**src/rtl/ctx_ring_pkg.sv**
```systemverilog
// Package: shared mode type and default register widths for the context bank.
// Assumes nothing beyond IEEE 1800-2017.
package ctx_ring_pkg;
    typedef enum logic {
        CTX_FULL    = 1'b0,  // every register kept per task
        CTX_SP_ONLY = 1'b1   // only the stack pointer kept per task
    } ctx_mode_e;

    localparam int DEF_ACC_W = 8;
    localparam int DEF_IDX_W = 8;
    localparam int DEF_CC_W  = 5;
    localparam int DEF_SP_W  = 5;
    localparam int DEF_PC_W  = 12;
endpackage

```
**src/rtl/ctx_ring_buf.sv**
```systemverilog
// Module: one register kept as a ring of DEPTH slots, slot 0 being the head.
// On rot every slot takes the value of its successor and the head wraps to
// the tail; otherwise a write strobe loads the head. Assumes DEPTH >= 2.
module ctx_ring_buf #(
    parameter int W     = 8,
    parameter int DEPTH = 7
) (
    input  logic         clk,
    input  logic         rst_n,
    input  logic         rot,
    input  logic         wr_en,
    input  logic [W-1:0] wr_d,
    output logic [W-1:0] head_q
);
    logic [W-1:0] slot [DEPTH];

    for (genvar i = 0; i < DEPTH; i++) begin : g_slot
        localparam int NXT = (i == DEPTH - 1) ? 0 : i + 1;
        if (i == 0) begin : g_head
            // Head slot: shift in the successor, or take a core write.
            always_ff @(posedge clk) begin
                if (!rst_n)     slot[i] <= '0;
                else if (rot)   slot[i] <= slot[NXT];
                else if (wr_en) slot[i] <= wr_d;
            end
        end else begin : g_body
            // Stored slot: only changes when the ring shifts.
            always_ff @(posedge clk) begin
                if (!rst_n)   slot[i] <= '0;
                else if (rot) slot[i] <= slot[NXT];
            end
        end
    end

    assign head_q = slot[0];
endmodule

```
**src/rtl/ctx_plain_reg.sv**
```systemverilog
// Module: a single shared register used in the reduced build for registers
// that the core saves on its own stack. Assumes the caller gates wr_en.
module ctx_plain_reg #(
    parameter int W = 8
) (
    input  logic         clk,
    input  logic         rst_n,
    input  logic         wr_en,
    input  logic [W-1:0] wr_d,
    output logic [W-1:0] q
);
    // Hold value, load on strobe.
    always_ff @(posedge clk) begin
        if (!rst_n)     q <= '0;
        else if (wr_en) q <= wr_d;
    end
endmodule

```
**src/rtl/ctx_switch_seq.sv**
```systemverilog
// Module: switch sequencer. Tracks which task sits at the head, accepts one
// request at a time, issues one rotation per clock until the head matches the
// target and then pulses done. Assumes NTASK >= 2 and a one-way ring.
module ctx_switch_seq #(
    parameter int NTASK = 7,
    parameter int TW    = 3
) (
    input  logic          clk,
    input  logic          rst_n,
    input  logic          sw_req,
    input  logic [TW-1:0] sw_task,
    output logic          rotate,
    output logic [TW-1:0] head_task,
    output logic          busy,
    output logic          done
);
    localparam logic [TW:0]   NTASK_EXT = (TW + 1)'(NTASK);
    localparam logic [TW-1:0] LAST      = TW'(NTASK - 1);

    logic [TW-1:0] head_q, tgt_q, tgt_act, head_inc, head_nxt;
    logic          busy_q, done_q, in_range, accept;

    // Request qualification: legal target and no switch already running.
    always_comb begin
        in_range = ({1'b0, sw_task} < NTASK_EXT);
        accept   = sw_req && !busy_q && in_range;
        tgt_act  = busy_q ? tgt_q : sw_task;
    end

    // Next head: one step forward with wrap, only when rotating.
    always_comb begin
        head_inc = (head_q == LAST) ? '0 : head_q + 1'b1;
        rotate   = busy_q || (accept && (sw_task != head_q));
        head_nxt = rotate ? head_inc : head_q;
    end

    // Sequencer state: head index, latched target, busy and done flags.
    always_ff @(posedge clk) begin
        if (!rst_n) begin
            head_q <= '0;
            tgt_q  <= '0;
            busy_q <= 1'b0;
            done_q <= 1'b0;
        end else begin
            head_q <= head_nxt;
            if (accept) tgt_q <= sw_task;
            busy_q <= rotate && (head_nxt != tgt_act);
            done_q <= (busy_q || accept) && (head_nxt == tgt_act);
        end
    end

    assign head_task = head_q;
    assign busy      = busy_q;
    assign done      = done_q;
endmodule

```
**src/rtl/ctx_ring_bank.sv**
```systemverilog
// Module: top of the per-task context bank. Instantiates the sequencer and
// one ring per kept register; in the reduced build the registers other than
// the stack pointer are single shared registers. Core writes are dropped in
// any cycle that rotates. Assumes 2 <= NTASK.
module ctx_ring_bank #(
    parameter int                    NTASK = 7,
    parameter ctx_ring_pkg::ctx_mode_e MODE = ctx_ring_pkg::CTX_FULL,
    parameter int                    ACC_W = ctx_ring_pkg::DEF_ACC_W,
    parameter int                    IDX_W = ctx_ring_pkg::DEF_IDX_W,
    parameter int                    CC_W  = ctx_ring_pkg::DEF_CC_W,
    parameter int                    SP_W  = ctx_ring_pkg::DEF_SP_W,
    parameter int                    PC_W  = ctx_ring_pkg::DEF_PC_W,
    localparam int                   TW    = (NTASK > 1) ? $clog2(NTASK) : 1
) (
    input  logic             clk,
    input  logic             rst_n,
    input  logic             sw_req,
    input  logic [TW-1:0]    sw_task,
    output logic [TW-1:0]    head_task,
    output logic             busy,
    output logic             done,
    input  logic             wr_acc,
    input  logic [ACC_W-1:0] acc_d,
    input  logic             wr_idx,
    input  logic [IDX_W-1:0] idx_d,
    input  logic             wr_cc,
    input  logic [CC_W-1:0]  cc_d,
    input  logic             wr_sp,
    input  logic [SP_W-1:0]  sp_d,
    input  logic             wr_pc,
    input  logic [PC_W-1:0]  pc_d,
    output logic [ACC_W-1:0] acc_q,
    output logic [IDX_W-1:0] idx_q,
    output logic [CC_W-1:0]  cc_q,
    output logic [SP_W-1:0]  sp_q,
    output logic [PC_W-1:0]  pc_q
);
    logic rotate;
    logic acc_we, idx_we, cc_we, sp_we, pc_we;

    ctx_switch_seq #(.NTASK(NTASK), .TW(TW)) seq_i (
        .clk       (clk),
        .rst_n     (rst_n),
        .sw_req    (sw_req),
        .sw_task   (sw_task),
        .rotate    (rotate),
        .head_task (head_task),
        .busy      (busy),
        .done      (done)
    );

    // Write gating: a rotating cycle never takes a core write.
    always_comb begin
        acc_we = wr_acc && !rotate;
        idx_we = wr_idx && !rotate;
        cc_we  = wr_cc  && !rotate;
        sp_we  = wr_sp  && !rotate;
        pc_we  = wr_pc  && !rotate;
    end

    // Stack pointer is always kept per task.
    ctx_ring_buf #(.W(SP_W), .DEPTH(NTASK)) sp_ring_i (
        .clk(clk), .rst_n(rst_n), .rot(rotate), .wr_en(sp_we), .wr_d(sp_d), .head_q(sp_q)
    );

    if (MODE == ctx_ring_pkg::CTX_FULL) begin : g_full
        ctx_ring_buf #(.W(ACC_W), .DEPTH(NTASK)) acc_ring_i (
            .clk(clk), .rst_n(rst_n), .rot(rotate), .wr_en(acc_we), .wr_d(acc_d), .head_q(acc_q)
        );
        ctx_ring_buf #(.W(IDX_W), .DEPTH(NTASK)) idx_ring_i (
            .clk(clk), .rst_n(rst_n), .rot(rotate), .wr_en(idx_we), .wr_d(idx_d), .head_q(idx_q)
        );
        ctx_ring_buf #(.W(CC_W), .DEPTH(NTASK)) cc_ring_i (
            .clk(clk), .rst_n(rst_n), .rot(rotate), .wr_en(cc_we), .wr_d(cc_d), .head_q(cc_q)
        );
        ctx_ring_buf #(.W(PC_W), .DEPTH(NTASK)) pc_ring_i (
            .clk(clk), .rst_n(rst_n), .rot(rotate), .wr_en(pc_we), .wr_d(pc_d), .head_q(pc_q)
        );
    end else begin : g_sp_only
        ctx_plain_reg #(.W(ACC_W)) acc_reg_i (
            .clk(clk), .rst_n(rst_n), .wr_en(acc_we), .wr_d(acc_d), .q(acc_q)
        );
        ctx_plain_reg #(.W(IDX_W)) idx_reg_i (
            .clk(clk), .rst_n(rst_n), .wr_en(idx_we), .wr_d(idx_d), .q(idx_q)
        );
        ctx_plain_reg #(.W(CC_W)) cc_reg_i (
            .clk(clk), .rst_n(rst_n), .wr_en(cc_we), .wr_d(cc_d), .q(cc_q)
        );
        ctx_plain_reg #(.W(PC_W)) pc_reg_i (
            .clk(clk), .rst_n(rst_n), .wr_en(pc_we), .wr_d(pc_d), .q(pc_q)
        );
    end
endmodule

```
**config.mk**
```make
export PLATFORM = sky130hd
export DESIGN_NAME = ctx_ring_bank
export DESIGN_NICKNAME = d
export VERILOG_FILES = /design/src/rtl/ctx_ring_pkg.sv /design/src/rtl/ctx_ring_buf.sv /design/src/rtl/ctx_plain_reg.sv /design/src/rtl/ctx_switch_seq.sv /design/src/rtl/ctx_ring_bank.sv
export SDC_FILE = /design/constraint.sdc
export NUM_CORES = 1
export LEC_CHECK = 0
export BUFFER_PORTS_ARGS = -buffer_cell sky130_fd_sc_hd__buf_2
export CAP_MARGIN = 5
export CORE_MARGIN = 2
export CORE_UTILIZATION = 50
export CTS_CLUSTER_DIAMETER = 100
export CTS_CLUSTER_SIZE = 28
export DETAILED_ROUTE_END_ITERATION = 7
export PLACE_DENSITY = 0.68
export SLEW_MARGIN = 5
export SYNTH_ARGS = -nofsm -noshare
export SYNTH_HDL_FRONTEND = slang
export SYNTH_HIERARCHICAL = 1
export SYNTH_SLANG_ARGS = --single-unit
```
**constraint.sdc**
```tcl
create_clock -name clk -period 4.2 [get_ports clk]
set_input_delay 0.63 -clock clk [delete_from_list [all_inputs] [get_ports clk]]
set_output_delay 0.63 -clock clk [all_outputs]
set_load 0.01 [all_outputs]
```
After elaboration in Yosys (flattened, before gate mapping)
Memory sizes are Yosys's and may differ from the RTL's.
Cells that the tools add are included.
{"block": "classes", "add_sub_neg": 1, "magnitude_cmp": 1, "eq_ne": 4, "n_mux": 67, "bitwise_logic": 40, "reduce_logical": 14}
{"op": "8-bit two-way mux", "n": 16}
{"op": "12-bit two-way mux", "n": 8}
{"op": "5-bit two-way mux", "n": 16}
{"op": "1-bit bitwise OR", "n": 40}
{"op": "1-bit two-way mux", "n": 24}
{"op": "1-bit logical AND", "n": 10}
{"op": "3-bit two-way mux", "n": 3}
{"op": "3-bit inequality test", "n": 2}
{"op": "3-bit by 1-bit adder with 3-bit output (second input constant)", "n": 1}
{"op": "3-bit equality test", "n": 1}
{"op": "3-bit equality test (second input constant)", "n": 1}
{"op": "3-bit < comparator (second input constant)", "n": 1}
{"op": "1-bit zero test", "n": 2}
{"op": "1-bit logical OR", "n": 2}
{"block": "totals", "reg_bits": 8, "ram_bits": 266, "input_bits": 49, "out_inout_bits": 43, "word_cells": 136, "memories": 5}
{"memory": "g_full.pc_ring_i.slot", "words": 7, "word_bits": 12, "read_ports": 7, "rd_ports_with_merged_regs": 0, "wr": 7, "line_no": "ctx_ring_buf.sv:15", "source": "logic [W-1:0] slot [DEPTH];"}
{"memory": "g_full.acc_ring_i.slot", "words": 7, "word_bits": 8, "read_ports": 7, "rd_ports_with_merged_regs": 0, "wr": 7, "line_no": "ctx_ring_buf.sv:15"}
{"memory": "g_full.idx_ring_i.slot", "words": 7, "word_bits": 8, "read_ports": 7, "rd_ports_with_merged_regs": 0, "wr": 7, "line_no": "ctx_ring_buf.sv:15"}
{"memory": "g_full.cc_ring_i.slot", "words": 7, "word_bits": 5, "read_ports": 7, "rd_ports_with_merged_regs": 0, "wr": 7, "line_no": "ctx_ring_buf.sv:15"}
{"memory": "sp_ring_i.slot", "words": 7, "word_bits": 5, "read_ports": 7, "rd_ports_with_merged_regs": 0, "wr": 7, "line_no": "ctx_ring_buf.sv:15"}

Logic depth before layout (Yosys ltp)
Gate-level depths: netlist of the first run.
{"block": "logic_depth", "ltp_word": 12, "mapped_depth": 9, "mapped_depth_nobuf": 6}

Hierarchy
Netlist of the first run, hierarchy kept.
{"module": "ctx_ring_buf at g_full.acc_ring_i ...", "instances": 2, "cells_per_inst": 129, "area_each_um2": 2159.6, "seq_area_each_um2": 1681.6}
{"module": "ctx_ring_buf at g_full.pc_ring_i", "instances": 1, "cells_per_inst": 191, "area_each_um2": 3230.6, "seq_area_each_um2": 2522.4}
{"module": "ctx_ring_buf at g_full.cc_ring_i ...", "instances": 2, "cells_per_inst": 80, "area_each_um2": 1346.3, "seq_area_each_um2": 1051.0}
{"module": "ctx_switch_seq", "instances": 1, "cells_per_inst": 62, "area_each_um2": 565.5, "seq_area_each_um2": 160.2}
{"module": "ctx_ring_bank", "instances": 1, "cells_per_inst": 5, "area_each_um2": 31.3, "seq_area_each_um2": 0.0}

Worst setup path before layout of the first run
OpenSTA, ideal clock, no wires.
{"block": "synth_timing", "path_type": "input-to-reg", "from": "in sw_task[1]", "to": "mem g_full.acc_ring_i.slot[2][0] (netlist: g_full.acc_ring_i/slot[1][0]) (enable)", "setup_time_ns": 0.402, "arrival_time_ns": 3.299, "required_ns": 3.798, "slack_ns": 0.498, "stages": 8, "path_buffers": 2, "path_cell_list": "clkbuf_8 xor2_1 or3_1 nor2_1 nor2_1 nor2b_1 buf_6 inv_1"}
{"element": "from (decl)", "line_no": "ctx_ring_bank.sv:18", "source": "input logic [TW-1:0] sw_task,"}
{"element": "to (decl)", "line_no": "ctx_ring_buf.sv:15"}

==> flow_summary.toml, run 1 <==
[yosys]
number_of_enable_flip_flop_cells_after_synthesis = 266
yosys_warnings = 6
ff_latch_count_synth = 274
synth_largest_type_area_fraction_pct = 73.69
dominantRegCellSynth = "edfxtp_1"
yosysUniqueCellTypes = 40
synth_seq_area_share_pct = 75.17
netlist_area_sq_mm = 0.01084
postSynthCellCount = 676
ys_top_cells_by_area = "edfxtp_1 74%, and3_1 13%, a32o_1 3.5%"
most_frequent_cell_after_synthesis = "edfxtp_1"
synth.net_count = 725
avgSynthCellArea_sq_um = 16.03
async_flop_share_pct = 0
synth.cells.most_frequent = "266 x edfxtp_1, 228 x and3_1, 38 x a32o_1, 27 x buf_2, 17 x clkbuf_1"
synth.largest_area_cell = "edfxtp_1"

[cts]
clkLatencyLatePin_ns = 0.48
cts_tree = "done"
clock_tree.root_cell = "clkbuf_16"
cts_htree_levels = 1
cts.sinks = 274
clk_path_buf_depth = 3
cts_buffers = 13
post_cts_resized = 0
hold_buffers = 0
cts.repair_timing.setup_buffer_count = 0
cts.clk_slew.worst_paths_ns = 0.10

[route]
finalWirelength_mm = 18.80
firstDrtPassIters = 5
dr_total_vias = 5933
antenna_violating_nets_left = 0
avgViaCountPerCell = 5.851
wl_per_cell_um = 18.54
drt_iter0_drc = 575
drcViolationCount = 0

[final_layout]
areaGrowthSynthToFinish_pct = 8.577
layout.nets = 782
drive_gt1_share_pct = 17.86
num_antenna_cells = 0
n_fill_cell = 1713
layoutNonFillerInstCount = 1014

[worst_setup_path]
crit_chain = "xor2_1 > or3_1 > nor2_1 > nor2_4 > nor2b_1 > nand2b_1"
setup.worst_path.start_class = "flip-flop"
crit_family = "simple AND/OR/NAND/NOR gates"
crit_type = "flip-flop to flip-flop"
path_buf_inv = 0
crit_slowest_cell = "nor2b_1"
slowest_delay_ns = 0.66
worst-endpoint-arrival_ns = 3.12
crit_fanout = 22
timing.critical_path.to_type = "flip-flop"
worstPathRequired_ns = 4.31

[global_route]
grt_antenna_before_repair = 2
grt_first_pass_wirelength_mm = 29.59
via_count_of_the_first_global_routing_pass = 5695
grt_start_max_net_pins = 98
grt.overflow.total = 0
global_route.usage.total_pct = 16.43

[timing]
fin_setup_tns_ns = 0
slew_headroom_pct = 46.33
layout_min_cycle_time_ns = 3.009
clock.fmax_mhz = 332.4
timing_hold_violations_final = 0
setup_violations = 0
max_slew.worst_pin.slew_ns = 0.8034
share_of_the_clock_period_used_by_the_worst_path_pct = 71.64
unrepaired_setup_endpoints_after_global_routing = "false"
finClkSkew_ns = 0.01546
slew_violations = 0

[place]
numPlacedInstances = 993
dp.final_hpwl_mm = 11.02
place.gp.congestion = 0.7789
io_buffers = 91

[status]
outcome = "finished, final reports clean"

[power_and_ir_drop]
p_leak_nw = 5.278
max-vdd-ir-drop_mv = 0.3100
power.density_mw_per_mm2 = 484.2

[die]
top_level_ports = 92
fp.dieArea_sq_mm = 0.02287
initial_core_util_pct = 51.24
die_extent_in_x_um = 151.2
placeableCoreArea_sq_mm = 0.02115
rows = 53
die-height_um = 151.2

[min_path]
min_path_type = "input port to flip-flop"

[job]
max-cap-violations = 0
==> layer usage <==
layer  global-route usage, %  share of wire [%]
met2                   24.71                 45
met5                       0               0.18
met1                   25.21                 47
met4                   3.738                2.0
met3                   2.922                6.1
==> layout by cell type (no fill, tap or decap), drive strengths merged, types with 2 or more instances in the layout <==
master  count
edfxtp    266
nor2        3
o211ai      2
clkbuf     20
nand2       4
inv         6
xor2        5
a21oi       8
buf       103
o221a       3
nand2b      6
nor2b       9
nand4b      2
and2        9
and3      228
a32o       38
dfxtp       8
mux2i       4
==> stage by stage <==
stage	hold WS (ns)	power (mW)	instance area, sq um	util, %	setup WS, ns
5_1_grt	0.4505	5.967	11770	55.63	0.9341
6_report	0.4686	5.698	11770	55.63	1.191
4_1_cts	0.4527	5.768	11770	55.63	1.230
3_3_place_gp	0.5103	4.365	11410	53.93	0.9899
2_1_floorplan	0.4968	4.137	10840	-	0.4984
3_5_place_dp	0.5173	4.406	11410	53.93	0.8784
==> power by group <==
group	internal, mW	switching (mW)
Clock	0.590	0.767
Sequential	3.49	0.157
Combinational	0.242	0.448
==> worst paths after layout <==
| path | startpoint | end | slack (ns) | depth (start not counted) |
|---|---|---|---|---|
| worst max-delay path | seq_i/head_task[1] | g_full.pc_ring_i/slot[0][4] | 1.19 | 6 |
| worst min-delay path | acc_d[5] | g_full.acc_ring_i/slot[0][5] | 0.47 | 2 |
| worst max register to register | seq_i/head_task[1] | g_full.pc_ring_i/slot[0][4] | 1.19 | 6 |
| worst min register to register | seq_i/tgt_q[0] | seq_i/tgt_q[0] | 0.54 | 1 |
==> cell families (layout without fill, tap and decap cells) <==
kind of cell              count (synthesis)  in the layout  share of synthesized area (%)
AOI/OAI and AO/OA                        57             57                          4.860
xor gates and xnor gates                  5              5                         0.4040
buffers and inverters                    67            130                          3.486
DFF                                     274            274                          75.17
muxes                                     4              4                         0.3694
and+or+nand+nor                         269            269                          15.71
==> cell type report <==
class	instances	area [sq um]	share of cell area, %
clock buffer	20	351.6	2.987
clock inverter	1	8.758	0.07442
inverter	6	22.52	0.1914
multi-input combinational	335	2321	19.72
sequential	274	8148	69.23
tap	275	344.1	2.924
timing repair buffer	103	573.1	4.869
==> sequential cells by signal (all words and copies together) (netlist names) <==
signal,flops
g_full.acc_ring_i/slot,56
g_full.cc_ring_i/slot,35
g_full.idx_ring_i/slot,56
g_full.pc_ring_i/slot,84
seq_i/busy,1
seq_i/done,1
seq_i/head_task,3
seq_i/tgt_q,3
sp_ring_i/slot,35
Note: power is estimated with default switching activity, not from simulation.
==> run 2, diff against run 1 <==
ABC_AREA = 1   (was default)
PLACE_DENSITY = 0.67   (was 0.68)
clock period = 3.01 ns   (was 4.2 ns; I/O delays follow)
==> run 2 against run 1 <==
Net effect: maximum frequency rose by 9.5%; sequential share of layout area shrank 4.7 points; combinational power is 110% higher.
==> flow_summary.toml, run 2 <==
[route]
drt_iter0_drc = 573
finalWirelength_mm = 18.93
dr_total_vias = 6391
avgViaCountPerCell = 4.651
firstDrtPassIters = 4
wl_per_cell_um = 13.78
drcViolationCount = 0
antenna_violating_nets_left = 0

[die]
die_extent_in_x_um = 155.8
top_level_ports = 92
placeableCoreArea_sq_mm = 0.02264
fp.dieArea_sq_mm = 0.02427
die-height_um = 155.8
initial_core_util_pct = 50.88
rows = 55

[timing]
layout_min_cycle_time_ns = 2.747
slew_headroom_pct = 64.56
max_slew.worst_pin.slew_ns = 0.5310
fin_setup_tns_ns = 0
unrepaired_setup_endpoints_after_global_routing = "false"
share_of_the_clock_period_used_by_the_worst_path_pct = 91.26
setup_violations = 0
slew_violations = 0
timing_hold_violations_final = 0
finClkSkew_ns = 0.01115
clock.fmax_mhz = 364.0
hold-worst-slack_ns = 0.2906

[cts]
cts_buffers = 13
cts_htree_levels = 1
post_cts_resized = 0
cts.sinks = 274
hold_buffers = 0
cts_tree = "done"
clk_path_buf_depth = 3
clkLatencyLatePin_ns = 0.47
cts.clk_slew.worst_paths_ns = 0.11
clock_tree.root_cell = "clkbuf_16"
cts.repair_timing.setup_buffer_count = 0

[yosys]
post_synth_fa_ha_maj_area_fraction_pct = 0
async_flop_share_pct = 0
yosys_warnings = 6
synth_compound_area_share_pct = 0.5213
avgSynthCellArea_sq_um = 11.59
share_of_the_synthesized_netlist_area_taken_by_xor_and_xnor_gates_pct = 0.07603
synth_seq_area_share_pct = 70.73
synth.net_count = 1043
synth.mux.area_fraction_pct = 0
dominantRegCellSynth = "edfxtp_1"
ys_top_cells_by_area = "edfxtp_1 69%, inv_1 8.4%, nor2_1 6.3%"
netlist_area_sq_mm = 0.01152
most_frequent_cell_after_synthesis = "edfxtp_1"
synth.cells.most_frequent = "266 x edfxtp_1, 257 x inv_1, 194 x nor2_1, 108 x nand2_1, 40 x nor2_4"
synth_simple_gate_area_share_pct = 17.67
synth.largest_area_cell = "edfxtp_1"
number_of_enable_flip_flop_cells_after_synthesis = 266
dominant_combinational_cell_family_by_area_after_synthesis = "simple AND/OR/NAND/NOR gates"
synth_largest_type_area_fraction_pct = 69.34
postSynthCellCount = 994
yosysUniqueCellTypes = 26
ff_latch_count_synth = 274

[worst_setup_path]
setup.worst_path.start_class = "flip-flop"
crit_chain = "clkinv_2 > nand2_1 > nand2_1 > nor2_2 > nand2_2 > nand2_4 > clkinvlp_4 > inv_1 > nand2_4 > or2_2"
path_buf_inv = 3
reg2reg_depth = 10
crit_type = "flip-flop to flip-flop"
worst-r2r-setup-slack_ns = 0.26
slowest_delay_ns = 0.53
crit_fanout = 13
timing.critical_path.to_type = "flip-flop"
worst-endpoint-arrival_ns = 2.94
crit_slowest_cell = "dfxtp_1"
crit_family = "buffers and inverters"
path_depth = 10
worstPathRequired_ns = 3.20

[final_layout]
final_area_sq_mm = 0.01263
layout_commonest_cell = "edfxtp_1"
top_register = "g_full.pc_ring_i/slot"
reg_top3 = "g_full.pc_ring_i/slot (84), g_full.acc_ring_i/slot (56), g_full.idx_ring_i/slot (56)"
layout.cells.most_common_list = "266 x edfxtp_1, 256 x inv_1, 193 x nor2_1"
num_antenna_cells = 0
largest_register_ff_count = 84
areaGrowthSynthToFinish_pct = 9.634
area_used_by_multi_input_combinational_logic_sq_mm = 0.002120
n_fill_cell = 1946
drive_gt1_share_pct = 17.81
regArea_sq_mm = 0.008148
layout.nets = 1136
final_util_pct = 55.78

[global_route]
grt_antenna_before_repair = 0
global_route.usage.total_pct = 15.80
grt_first_pass_wirelength_mm = 30.55
grt.overflow.total = 0
grt_start_max_net_pins = 40
via_count_of_the_first_global_routing_pass = 6070

[min_path]
worst_hold_path.num_cells = 3
min_path_type = "input port to flip-flop"

[power_and_ir_drop]
max-vdd-ir-drop_mv = 0.4772
p_leak_nw = 5.309
power.density_mw_per_mm2 = 680.8

[job]
max-cap-violations = 0

[place]
instance_area_after_placement_sq_mm = 0.01228
dp.final_hpwl_mm = 12.50
io_buffers = 91
place.gp.congestion = 0.7865

[status]
outcome = "finished, final reports clean"
## run 2: final timing paths
check | from | end
setup / recovery | seq_i/head_task[0] | g_full.pc_ring_i/slot[0][5]
hold / removal | cc_d[2] | g_full.cc_ring_i/slot[0][2]
setup reg to reg | seq_i/head_task[0] | g_full.pc_ring_i/slot[0][5]
hold reg to reg | seq_i/tgt_q[0] | seq_i/tgt_q[0]
## run 2: metal layers
metal	vias up	routed length [um]	global-route usage, %
met1	2987	8837	23.10
li1	3252	-	-
met4	0	323	3.145
met5	-	0	0
met3	22	733	2.444
met2	130	9040	25.50
## run 2: final cells by class
type | instances | share of cell area (%)
Sequential cell | 274 | 64.51
Timing Repair Buffer | 110 | 5.330
Clock inverter | 1 | 0.05944
Inverter | 262 | 7.826
Tap cell | 285 | 2.823
Clock buffer | 16 | 2.665
Multi-Input combinational cell | 426 | 16.78
## run 2: worst reg2reg max path: stages, from the launching register on
cell,delay (ns)
dfxtp_1,0.53
clkinv_2,0.11
nand2_1,0.07
nand2_1,0.06
nor2_2,0.09
nand2_2,0.10
nand2_4,0.10
clkinvlp_4,0.36
inv_1,0.51
nand2_4,0.11
or2_2,0.44
## run 2: power breakdown
| group | total [mW] | switching, mW | internal (mW) |
|---|---|---|---|
| clock network | 1.90 | 1.09 | 0.803 |
| registers | 5.26 | 0.243 | 5.02 |
| logic | 1.44 | 1.02 | 0.427 |
## run 2: through the flow
stage	instances	worst slack [ns]	power, mW
3_3_place_gp	1357	0.1281	6.771
6_report	1374	0.2631	8.599
3_5_place_dp	1357	0.05919	6.807
5_1_grt	1374	0.05144	9.063
4_1_cts	1374	0.09274	8.700
2_1_floorplan	994	0.1343	6.323
## run 2: cells by family (layout without fill, tap and decap cells)
| logic type | count (synthesis) | after routing |
|---|---|---|
| AND/OR/NAND/NOR | 413 | 413 |
| buffers and inverters | 294 | 389 |
| flip-flops | 274 | 274 |
| AO/OA/AOI/OAI | 12 | 12 |
| XOR/XNOR | 1 | 1 |
==> run 3, diff against run 2 <==
CORE_ASPECT_RATIO = 1.25   (was default)
==> run 3 against run 2 <==
Net effect: register-to-register slack improved by 0.16 ns; sequential share of layout area barely moved; cell area barely moved; sequential power barely moved; total power barely moved; largest cell class unchanged; global-route usage fell by 0.66 points; combinational power barely moved.
==> flow_summary.toml, run 3 (synthesized netlist as in run 2, its figures left out) <==
[global_route]
grt_antenna_before_repair = 1
use_met2_pct = 24.41
gr-usage-met1_pct = 22.02
globalRouteMet3Util_pct = 2.652
grt_first_pass_wirelength_mm = 30.22
global_route.peak_usage_layer = "met2"
grt_start_max_net_pins = 67
grt.overflow.total = 0
via_count_of_the_first_global_routing_pass = 6262
global_route.usage.total_pct = 15.13

[timing]
unrepaired_setup_endpoints_after_global_routing = "false"
layout_min_cycle_time_ns = 2.585
fin_setup_tns_ns = 0
finClkSkew_ns = 0.01643
clock.fmax_mhz = 386.8
share_of_the_clock_period_used_by_the_worst_path_pct = 85.89
max_slew.worst_pin.slew_ns = 0.9360
timing_hold_violations_final = 0
slew_violations = 0
slew_headroom_pct = 37.37
setup_violations = 0

[final_layout]
layout.nets = 1135
areaGrowthSynthToFinish_pct = 9.710
largest_register_ff_count = 84
drive_gt1_share_pct = 17.49
regArea_sq_mm = 0.008148
area_used_by_multi_input_combinational_logic_sq_mm = 0.002117
n_fill_cell = 1945
top_register = "g_full.pc_ring_i/slot"
layout_commonest_cell = "edfxtp_1"
reg_top3 = "g_full.pc_ring_i/slot (84), g_full.acc_ring_i/slot (56), g_full.idx_ring_i/slot (56)"
layout.cells.most_common_list = "266 x edfxtp_1, 257 x inv_1, 194 x nor2_1"

[worst_setup_path]
timing.critical_path.to_type = "flip-flop"
worstPathRequired_ns = 3.16
crit_type = "flip-flop to flip-flop"
crit_fanout = 13
worstReg2RegStart = "seq_i/head_task[0]"
worst_setup_path_startpoint = "seq_i/head_task[0]"
setup.worst_path.start_class = "flip-flop"
worst-endpoint-arrival_ns = 2.74

[place]
place.gp.congestion = 0.7585
io_buffers = 91
dp.final_hpwl_mm = 11.90

[power_and_ir_drop]
power.density_mw_per_mm2 = 679.8
p_leak_nw = 5.319
fin_total_pwr_mw = 8.592
max-vdd-ir-drop_mv = 0.4928

[cts]
cts.sinks = 274
clock_tree.root_cell = "clkbuf_16"
clk_path_buf_depth = 3
cts.clk_slew.worst_paths_ns = 0.10
hold_buffers = 0
cts_tree = "done"
cts_buffers = 13
post_cts_resized = 0
cts.repair_timing.setup_buffer_count = 0
clkLatencyLatePin_ns = 0.48
cts_htree_levels = 1

[route]
finalWirelength_mm = 18.33
firstDrtPassIters = 4
avgViaCountPerCell = 4.649
dr_total_vias = 6420
wl_per_cell_um = 13.28
drt_iter0_drc = 395
antenna_violating_nets_left = 0
drcViolationCount = 0

[die]
fp.dieArea_sq_mm = 0.02428
die-height_um = 173.7
top_level_ports = 92
placeableCoreArea_sq_mm = 0.02281
initial_core_util_pct = 50.51
die_extent_in_x_um = 139.8
rows = 62

[status]
outcome = "finished, final reports clean"

[job]
max-cap-violations = 0

[min_path]
min_path_type = "input port to flip-flop"
hold_start = "pc_d[9]"
-- run 3: per-stage QoR --
stage	utilization [%]	cell area [sq um]	instances	setup WS, ns	hold slack (ns)
floorplan	-	11530	994	0.1343	0.4329
global placement	53.82	12280	1359	0.3352	0.4567
detailed placement	53.82	12280	1359	0.2846	0.4552
CTS	55.40	12640	1380	0.3918	0.2729
global route	55.40	12640	1380	0.2068	0.2849
finish	55.41	12640	1381	0.4248	0.2892
-- run 3: report_power, final --
part | internal [mW] | total (mW) | leakage, nW | switching, mW
Combinational | 0.423 | 1.42 | 2.16 | 0.996
Clock | 0.824 | 1.91 | 0.173 | 1.09
Sequential | 5.02 | 5.26 | 2.99 | 0.246
-- run 3: critical path: stages, from the launching register on --
cell,delay [ns]
dfxtp_1,0.52
clkinv_2,0.10
nand2_1,0.07
nand2_1,0.06
nor2_2,0.09
nand2_2,0.10
nand2_4,0.09
inv_1,0.07
nor2_1,0.72
or2_2,0.45
-- run 3: path summary, 6_finish.rpt --
kind / slack, ns / end / cells after the start
setup / recovery: 0.42 / g_full.pc_ring_i/slot[0][2] / 9
hold / removal: 0.29 / g_full.pc_ring_i/slot[0][9] / 3
setup reg to reg: 0.42 / g_full.pc_ring_i/slot[0][2] / 9
hold reg to reg: 0.47 / seq_i/tgt_q[1] / 2
-- run 3: layout make-up --
type,instances,area share (%)
repair buffers,109,5.267
clock buffers,20,2.782
flip-flops and latches,274,64.47
multi-input cells,426,16.75
well taps,288,2.851
diodes,1,0.01980
inverters,262,7.791
clock inverters,1,0.06930
-- run 3: routing by layer --
metal / vias up / part of all wire (%) / routed length, um
li1: 3253 / - / -
met1: 3053 / 48 / 8760
met2: 102 / 46 / 8464
met3: 12 / 4.9 / 906
met4: 0 / 1.1 / 204
met5: - / 0 / 0
